===== src/rtl/zc_stamp_pkg.sv =====
package zc_stamp_pkg;
  // write strobes from control to datapath
  typedef struct packed {
    logic stampWe;
    logic resWe;
  } wrStrobe_t;
endpackage


===== src/rtl/zc_stamp_oneshot.sv =====
module zc_stamp_oneshot #(
  parameter int DLY_HI  = 187,
  parameter int DLY_END = 217,
  localparam int DW = $clog2(DLY_END + 1)
) (
  input  logic clk,
  input  logic rstN,
  input  logic fire,
  output logic busy,
  output logic level,
  output logic startPulse
);
  logic running;
  logic [DW-1:0] dcnt;

  always_ff @(posedge clk) begin
    if (!rstN) begin
      running <= 1'b0;
      dcnt    <= '0;
    end else if (running) begin
      if (dcnt == DW'(DLY_END - 1)) begin
        running <= 1'b0;
        dcnt    <= '0;
      end else begin
        dcnt <= dcnt + 1'b1;
      end
    end else if (fire) begin
      running <= 1'b1;
      dcnt    <= '0;
    end
  end

  assign busy       = running;
  assign level      = running && (dcnt >= DW'(DLY_HI));
  assign startPulse = running && (dcnt == DW'(DLY_HI));
endmodule


===== src/rtl/zc_stamp_ctrl.sv =====
module zc_stamp_ctrl
  import zc_stamp_pkg::*;
#(
  parameter int DEPTH = 60,
  parameter int IDX_W = 6
) (
  input  logic             clk,
  input  logic             rstN,
  input  logic             winOpen,
  input  logic             winClose,
  input  logic             riseEv,
  input  logic             convDone,
  input  logic             delayBusy,
  output wrStrobe_t        wr,
  output logic [IDX_W-1:0] stampIdx,
  output logic [IDX_W-1:0] resIdx,
  output logic             winActive,
  output logic             done,
  output logic             overrun,
  output logic             stampFull,
  output logic             resultFull
);
  assign stampFull  = (stampIdx == IDX_W'(DEPTH));
  assign resultFull = (resIdx == IDX_W'(DEPTH));

  always_comb begin
    wr.stampWe = riseEv && winActive && !stampFull;
    wr.resWe   = convDone && winActive && !resultFull;
  end

  always_ff @(posedge clk) begin
    if (!rstN) begin
      winActive <= 1'b0;
      done      <= 1'b0;
      stampIdx  <= '0;
      resIdx    <= '0;
    end else if (winOpen) begin
      winActive <= 1'b1;
      done      <= 1'b0;
      stampIdx  <= '0;
      resIdx    <= '0;
    end else begin
      if (winClose && winActive) begin
        winActive <= 1'b0;
        done      <= 1'b1;
      end
      if (wr.stampWe) stampIdx <= stampIdx + 1'b1;
      if (wr.resWe)   resIdx   <= resIdx + 1'b1;
    end
  end

  always_ff @(posedge clk) begin
    if (!rstN)                     overrun <= 1'b0;
    else if (winOpen)              overrun <= 1'b0;
    else if (riseEv && delayBusy)  overrun <= 1'b1;
  end
endmodule


===== src/rtl/zc_stamp_dp.sv =====
module zc_stamp_dp
  import zc_stamp_pkg::*;
#(
  parameter int CNT_W       = 16,
  parameter int RES_W       = 16,
  parameter int DEPTH       = 60,
  parameter int IDX_W       = 6,
  parameter int SYNC_STAGES = 2
) (
  input  logic             clk,
  input  logic             rstN,
  input  logic             gateIn,
  input  logic             cycleStart,
  input  logic             zcIn,
  input  wrStrobe_t        wr,
  input  logic [IDX_W-1:0] stampIdx,
  input  logic [IDX_W-1:0] resIdx,
  input  logic [RES_W-1:0] convData,
  input  logic [IDX_W-1:0] rdIdx,
  output logic             riseEv,
  output logic [CNT_W-1:0] stamp,
  output logic             stampValid,
  output logic [CNT_W-1:0] stampRd,
  output logic [RES_W-1:0] resultRd
);
  logic [CNT_W-1:0] timeBase;
  logic [CNT_W-1:0] capVal;
  logic [SYNC_STAGES-1:0] syncQ;
  logic prevQ;
  logic [CNT_W-1:0] stampMem [DEPTH];
  logic [RES_W-1:0] resMem [DEPTH];

  // gated time base
  always_ff @(posedge clk) begin
    if (!rstN)           timeBase <= '0;
    else if (cycleStart) timeBase <= '0;
    else if (gateIn)     timeBase <= timeBase + 1'b1;
  end

  // synchronizer chain
  generate
    if (SYNC_STAGES == 1) begin : gSync1
      always_ff @(posedge clk) begin
        if (!rstN) syncQ <= '0;
        else       syncQ <= zcIn;
      end
    end else begin : gSyncN
      always_ff @(posedge clk) begin
        if (!rstN) syncQ <= '0;
        else       syncQ <= {syncQ[SYNC_STAGES-2:0], zcIn};
      end
    end
  endgenerate

  always_ff @(posedge clk) begin
    if (!rstN) prevQ <= 1'b0;
    else       prevQ <= syncQ[SYNC_STAGES-1];
  end

  assign riseEv = syncQ[SYNC_STAGES-1] && !prevQ;
  assign capVal = timeBase - CNT_W'(SYNC_STAGES);

  always_ff @(posedge clk) begin
    if (!rstN) begin
      stamp      <= '0;
      stampValid <= 1'b0;
    end else begin
      stampValid <= riseEv;
      if (riseEv) stamp <= capVal;
    end
  end

  always_ff @(posedge clk) begin
    if (wr.stampWe) stampMem[stampIdx] <= capVal;
    if (wr.resWe)   resMem[resIdx]     <= convData;
  end

  always_comb begin
    if (rdIdx < IDX_W'(DEPTH)) begin
      stampRd  = stampMem[rdIdx];
      resultRd = resMem[rdIdx];
    end else begin
      stampRd  = '0;
      resultRd = '0;
    end
  end
endmodule


===== src/rtl/zc_stamp_top.sv =====
module zc_stamp_top
  import zc_stamp_pkg::*;
#(
  parameter int CNT_W       = 16,
  parameter int RES_W       = 16,
  parameter int DEPTH       = 60,
  parameter int SYNC_STAGES = 2,
  parameter int DLY_HI      = 187,
  parameter int DLY_END     = 217,
  localparam int IDX_W = $clog2(DEPTH + 1)
) (
  input  logic             clk,
  input  logic             rstN,
  input  logic             gateIn,
  input  logic             cycleStart,
  input  logic             zcIn,
  input  logic             winOpen,
  input  logic             winClose,
  input  logic             convDone,
  input  logic [RES_W-1:0] convData,
  input  logic [IDX_W-1:0] rdIdx,
  output logic [CNT_W-1:0] stamp,
  output logic             stampValid,
  output logic             delayOut,
  output logic             convStart,
  output logic             overrun,
  output logic             winActive,
  output logic             done,
  output logic [IDX_W-1:0] stampCount,
  output logic [IDX_W-1:0] resultCount,
  output logic             stampFull,
  output logic             resultFull,
  output logic [CNT_W-1:0] stampRd,
  output logic [RES_W-1:0] resultRd
);
  wrStrobe_t wr;
  logic riseEv;
  logic delayBusy;

  zc_stamp_ctrl #(.DEPTH(DEPTH), .IDX_W(IDX_W)) uCtrl (
    .clk(clk), .rstN(rstN), .winOpen(winOpen), .winClose(winClose),
    .riseEv(riseEv), .convDone(convDone), .delayBusy(delayBusy), .wr(wr),
    .stampIdx(stampCount), .resIdx(resultCount), .winActive(winActive),
    .done(done), .overrun(overrun), .stampFull(stampFull), .resultFull(resultFull)
  );

  zc_stamp_dp #(
    .CNT_W(CNT_W), .RES_W(RES_W), .DEPTH(DEPTH), .IDX_W(IDX_W),
    .SYNC_STAGES(SYNC_STAGES)
  ) uDp (
    .clk(clk), .rstN(rstN), .gateIn(gateIn), .cycleStart(cycleStart),
    .zcIn(zcIn), .wr(wr), .stampIdx(stampCount), .resIdx(resultCount),
    .convData(convData), .rdIdx(rdIdx), .riseEv(riseEv), .stamp(stamp),
    .stampValid(stampValid), .stampRd(stampRd), .resultRd(resultRd)
  );

  zc_stamp_oneshot #(.DLY_HI(DLY_HI), .DLY_END(DLY_END)) uShot (
    .clk(clk), .rstN(rstN), .fire(riseEv), .busy(delayBusy),
    .level(delayOut), .startPulse(convStart)
  );
endmodule


===== config.mk =====
export PLATFORM = sky130hd
export DESIGN_NAME = zc_stamp_top
export DESIGN_NICKNAME = d
export VERILOG_FILES = /design/src/rtl/zc_stamp_pkg.sv /design/src/rtl/zc_stamp_oneshot.sv /design/src/rtl/zc_stamp_ctrl.sv /design/src/rtl/zc_stamp_dp.sv /design/src/rtl/zc_stamp_top.sv
export SDC_FILE = /design/constraint.sdc
export NUM_CORES = 2
export LEC_CHECK = 0
export ABC_AREA = 1
export ABC_CLOCK_PERIOD_IN_PS = 4300
export BUFFER_PORTS_ARGS = -buffer_cell sky130_fd_sc_hd__buf_4
export CAP_MARGIN = 20
export CORE_MARGIN = 8
export CORE_UTILIZATION = 35
export DETAILED_ROUTE_END_ITERATION = 10
export MAX_ROUTING_LAYER = met4
export SYNTH_ARGS = -nofsm -noshare
export SYNTH_HDL_FRONTEND = slang
export SYNTH_SLANG_ARGS = --single-unit

===== constraint.sdc =====
create_clock -name clk -period 4.3 [get_ports clk]
set_input_delay 1.075 -clock clk [delete_from_list [all_inputs] [get_ports clk]]
set_output_delay 1.075 -clock clk [all_outputs]
set_load 0.005 [all_outputs]

==> flow_metrics.py <==
metrics = {
    "placed_design": {
        "io_buffers": 97,
        "hpwl_um": 137000,
        "dp_cells": 9979,
        "gp_congestion": 0.892,
    },
    "synth": {
        "ys.flop_type": "edfxtp_1",
        "syn-cell-area_mm2": 0.0810,
        "ys_ff_latch": 1980,
        "synth-edff-count": 1920,
        "synth_nets": 6935,
        "syn_avg_cell_area_um2": 11.7,
        "synthCells": 6896,
        "yosys_warnings": 0,
        "synthArstFlopShare_pct": 0,
        "synth_cell_types": 38,
        "ys_seq_area_share_pct": 72.7,
    },
    "floorplanning": {
        "dieArea_mm2": 0.247,
        "coreArea_mm2": 0.230,
        "rows": 176,
        "fp.dieW_um": 497,
        "initial_core_util_pct": 35.2,
        "die_h_um": 497,
        "io_pins": 98,
    },
    "grt": {
        "grt_first_pass_wirelength_um": 337000,
        "grt_pass1_vias": 51300,
        "antenna_found_initial": 6,
        "grt_overflow_total": 0,
        "grt_max_degree": 92,
        "grt_use_total_pct": 18.3,
    },
    "sta": {
        "max_freq_ghz": 0.232,
        "finClkSkew_ns": 0.0283,
        "rsz0062_at_grt": "yes",
        "hold_viol_final": 0,
        "drv_slew": 0,
        "worstMarginPinSlew_ns": 1.15,
        "post-route-period-util_pct": 100,
        "timing.final.ws_setup_ns": -0.00200,
        "slew_headroom_pct": 23.6,
        "tns_ns": -0.00200,
        "whs_ns": 0.419,
        "setup_viol": 1,
        "min_period_ns": 4.30,
    },
    "min_path": {
        "whs_endpoint": "uDp.stampValid$_SDFF_PN0_",
        "hold_depth": 1,
        "hold_start": "uDp.prevQ$_SDFF_PN0_",
        "min_path_type": "reg2reg",
    },
    "clock_tree": {
        "clk_latency_ns": 0.84,
        "cts_made_buffers": 193,
        "cts_tree": "done",
        "root_buffer": "clkbuf_16",
        "h-tree-depth": 4,
        "postCtsSetupBuffers": 0,
        "numClockSinks": 1980,
        "clk_pin_slew_ns": 0.06,
        "cts_max_path_buffers": 3,
    },
    "power": {
        "power.leakage_uw": 0.0326,
        "power_density_mw_per_mm2": 436,
        "max-vdd-ir-drop_mv": 0.280,
        "total_power_uw": 40900,
    },
    "run": {
        "cap_violations": 0,
    },
    "setup_path": {
        "arrival_ns": 3.23,
        "cp-start-kind": "input pin",
        "cp_max_fo": 36,
        "reg2reg_to": "uDp.resMem[35][0]$_DFFE_PP_",
        "rr_startpoint": "uCtrl.resIdx[0]$_SDFFE_PP0P_",
        "reg2regPathDepth": 11,
        "path_buf_inv": 5,
        "cpMaxStageDelayCell": "buf_12",
        "crit_path_max_incr_delay_ns": 0.27,
        "cp-end-kind": "primary output",
        "cp_top_family": "buffers and inverters",
        "rrSetupSlack_ns": 0.61,
        "cp.required_ns": 3.22,
        "path_class": "in2out",
        "cp_cell_sequence": "buf_8 -> buf_12 -> buf_12 -> buf_4 -> o21ai_0 -> o211ai_1 -> nand3_1 -> nand2_1 -> nand3_1 -> nand2_1 -> buf_4",
    },
    "routing": {
        "wl_per_cell_um": 22.2,
        "wirelength_um": 229000,
        "ant_nets": 0,
        "viasPerCell": 5.20,
        "post-route-drc-count": 0,
        "dr.pass1.iters": 8,
        "via_count": 53800,
        "drt_iter0_markers": 6215,
    },
    "run_status": {
        "status": "complete, but fails checks",
        "violations": "setup timing",
    },
    "cells_and_area": {
        "final_cells": 10300,
        "area_delta_synth_final_pct": 15.9,
        "nets": 7191,
        "final_layout_size_suffix_gt1_share_pct": 11.5,
        "fillers": 21100,
        "utilization_pct": 40.8,
    },
}
[final cells by class]
cell class                      instances  area (um2)  area share, %
Inverter                              273        1050           1.12
Clock inverter                        115        1280           1.36
Multi-Input combinational cell       4226       19100           20.4
Tap cell                             3026        3790           4.03
Timing Repair Buffer                  478        4640           4.94
Sequential cell                      1980       58900           62.7
Antenna cell                            3        7.51        0.00800
Clock buffer                          245        5120           5.45
[cell usage after synthesis (4+ instances only)]
library cell	n	share of area, %
edfxtp_1	1920	71
nor2_1	1370	6.4
nand2_1	1065	4.9
o21ai_0	659	4.1
nand3_1	476	2.9
inv_1	267	1.2
o211ai_1	222	2.1
o21ai_1	180	1.1
clkbuf_1	178	0.83
a21oi_1	119	0.74
buf_2	104	0.64
buf_1	61	0.28
dfxtp_1	60	1.5
buf_6	49	0.68
or2_2	32	0.25
or2_1	22	0.17
buf_4	20	0.19
nor3_1	18	0.11
xor2_1	12	0.13
nand4_1	11	0.085
or2_0	10	0.077
ha_1	9	0.14
a211oi_1	4	0.037
clkinv_1	4	0.019
nor4_1	4	0.031
[per-stage QoR]
| stage | cell area, um2 | setup slack, ns |
|---|---|---|
| finish | 93900 | -0.00200 |
| global route | 93900 | -0.00938 |
| floorplan | 81000 | 0.257 |
| detailed placement | 87300 | -0.194 |
| global placement | 87200 | -0.217 |
| CTS | 93700 | 0.0119 |
[worst register-to-register path, delay by kind of cell (launching register included)]
kind          cells  cell delay [ns]
buf+inv           4             0.90
fa+ha+maj         1             0.28
flops             1             0.39
simple gates      6             1.77
[timing repair]
item | CTS | global route
pin swaps | 0 | 1
hold buffers | 0 | 0
cloned | 1 | 1
endpoints found under the setup margin | 2 | 13
gates resized for setup | 4 | 19
[metal layers]
| layer | up-vias | share of wire, % | global-route usage, % | wire length, um |
|---|---|---|---|---|
| li1 | 24700 | - | - | - |
| met1 | 26600 | 42 | 23.9 | 95400 |
| met2 | 2135 | 48 | 29.4 | 109000 |
| met3 | 348 | 7.1 | 2.44 | 16200 |
| met4 | 0 | 3.6 | 6.41 | 8360 |
| met5 | - | 0 | - | 0 |
[sequential cells by signal, indices dropped and copies added, names as in the netlist, 2 cells and up]
signal          count
uCtrl.resIdx        6
uCtrl.stampIdx      6
uDp.resMem        960
uDp.stamp          16
uDp.stampMem      960
uDp.syncQ           2
uDp.timeBase       16
uShot.dcnt          8
[how the worst max path moves through the flow]
stage / start / endpoint / slack [ns] / depth (start not counted)
6_report: rdIdx[1] / stampRd[3] / -0.002 / 11
5_1_grt: rdIdx[1] / stampRd[3] / -0.009 / 11
4_1_cts: rdIdx[1] / stampRd[10] / 0.01 / 11
3_5_place_dp: rdIdx[0] / resultRd[0] / -0.19 / 14
3_3_place_gp: rdIdx[0] / resultRd[0] / -0.22 / 16
2_1_floorplan: uDp.timeBase[1]$_SDFFE_PP0P_ / uDp.stampMem[0][5]$_DFFE_PP_ / 0.26 / 6
[logic make-up (layout without fill, tap and decap cells)]
logic type               Yosys count  after routing  share of synthesized area [%]
AND/OR/NAND/NOR                 3015           3015                           15.0
buffers and inverters            690           1111                           3.97
flip-flops                      1980           1980                           72.7
adder cells (fa/ha/maj)            9              9                          0.139
other                              0              3                              0
XOR/XNOR                          13             13                          0.141
AO/OA/AOI/OAI                   1189           1189                           8.06
[layout by cell type (no fill, tap or decap), types with 5 or more instances in the layout]
cell type,synthesis,final
o21ai_0,659,658
nor2_1,1370,1366
buf_12,1,68
nand2_2,1,16
xor2_4,0,8
edfxtp_1,1920,1920
o211ai_1,222,222
nand2_1,1065,1049
dfxtp_1,60,59
or2_2,32,32
clkinv_2,0,39
inv_6,0,5
ha_1,9,9
clkinvlp_4,0,6
clkinv_1,4,34
nor2_2,1,5
clkbuf_8,0,5
nor3_1,18,15
buf_4,20,396
o21ai_1,180,181
or2_1,22,22
a21oi_1,119,119
inv_1,267,261
buf_16,0,5
clkbuf_16,0,197
nand3_1,476,476
or2_0,10,10
inv_16,0,7
clkbuf_1,178,45
nand4_1,11,11
bufinv_16,0,21
[power breakdown]
part	switching [uW]	internal (uW)	total, uW
Sequential	11.4	21100	21100
Combinational	1830	774	2610
Clock	7440	9760	17200
Total	9290	31700	40900
(Power assumes the default switching activity.)
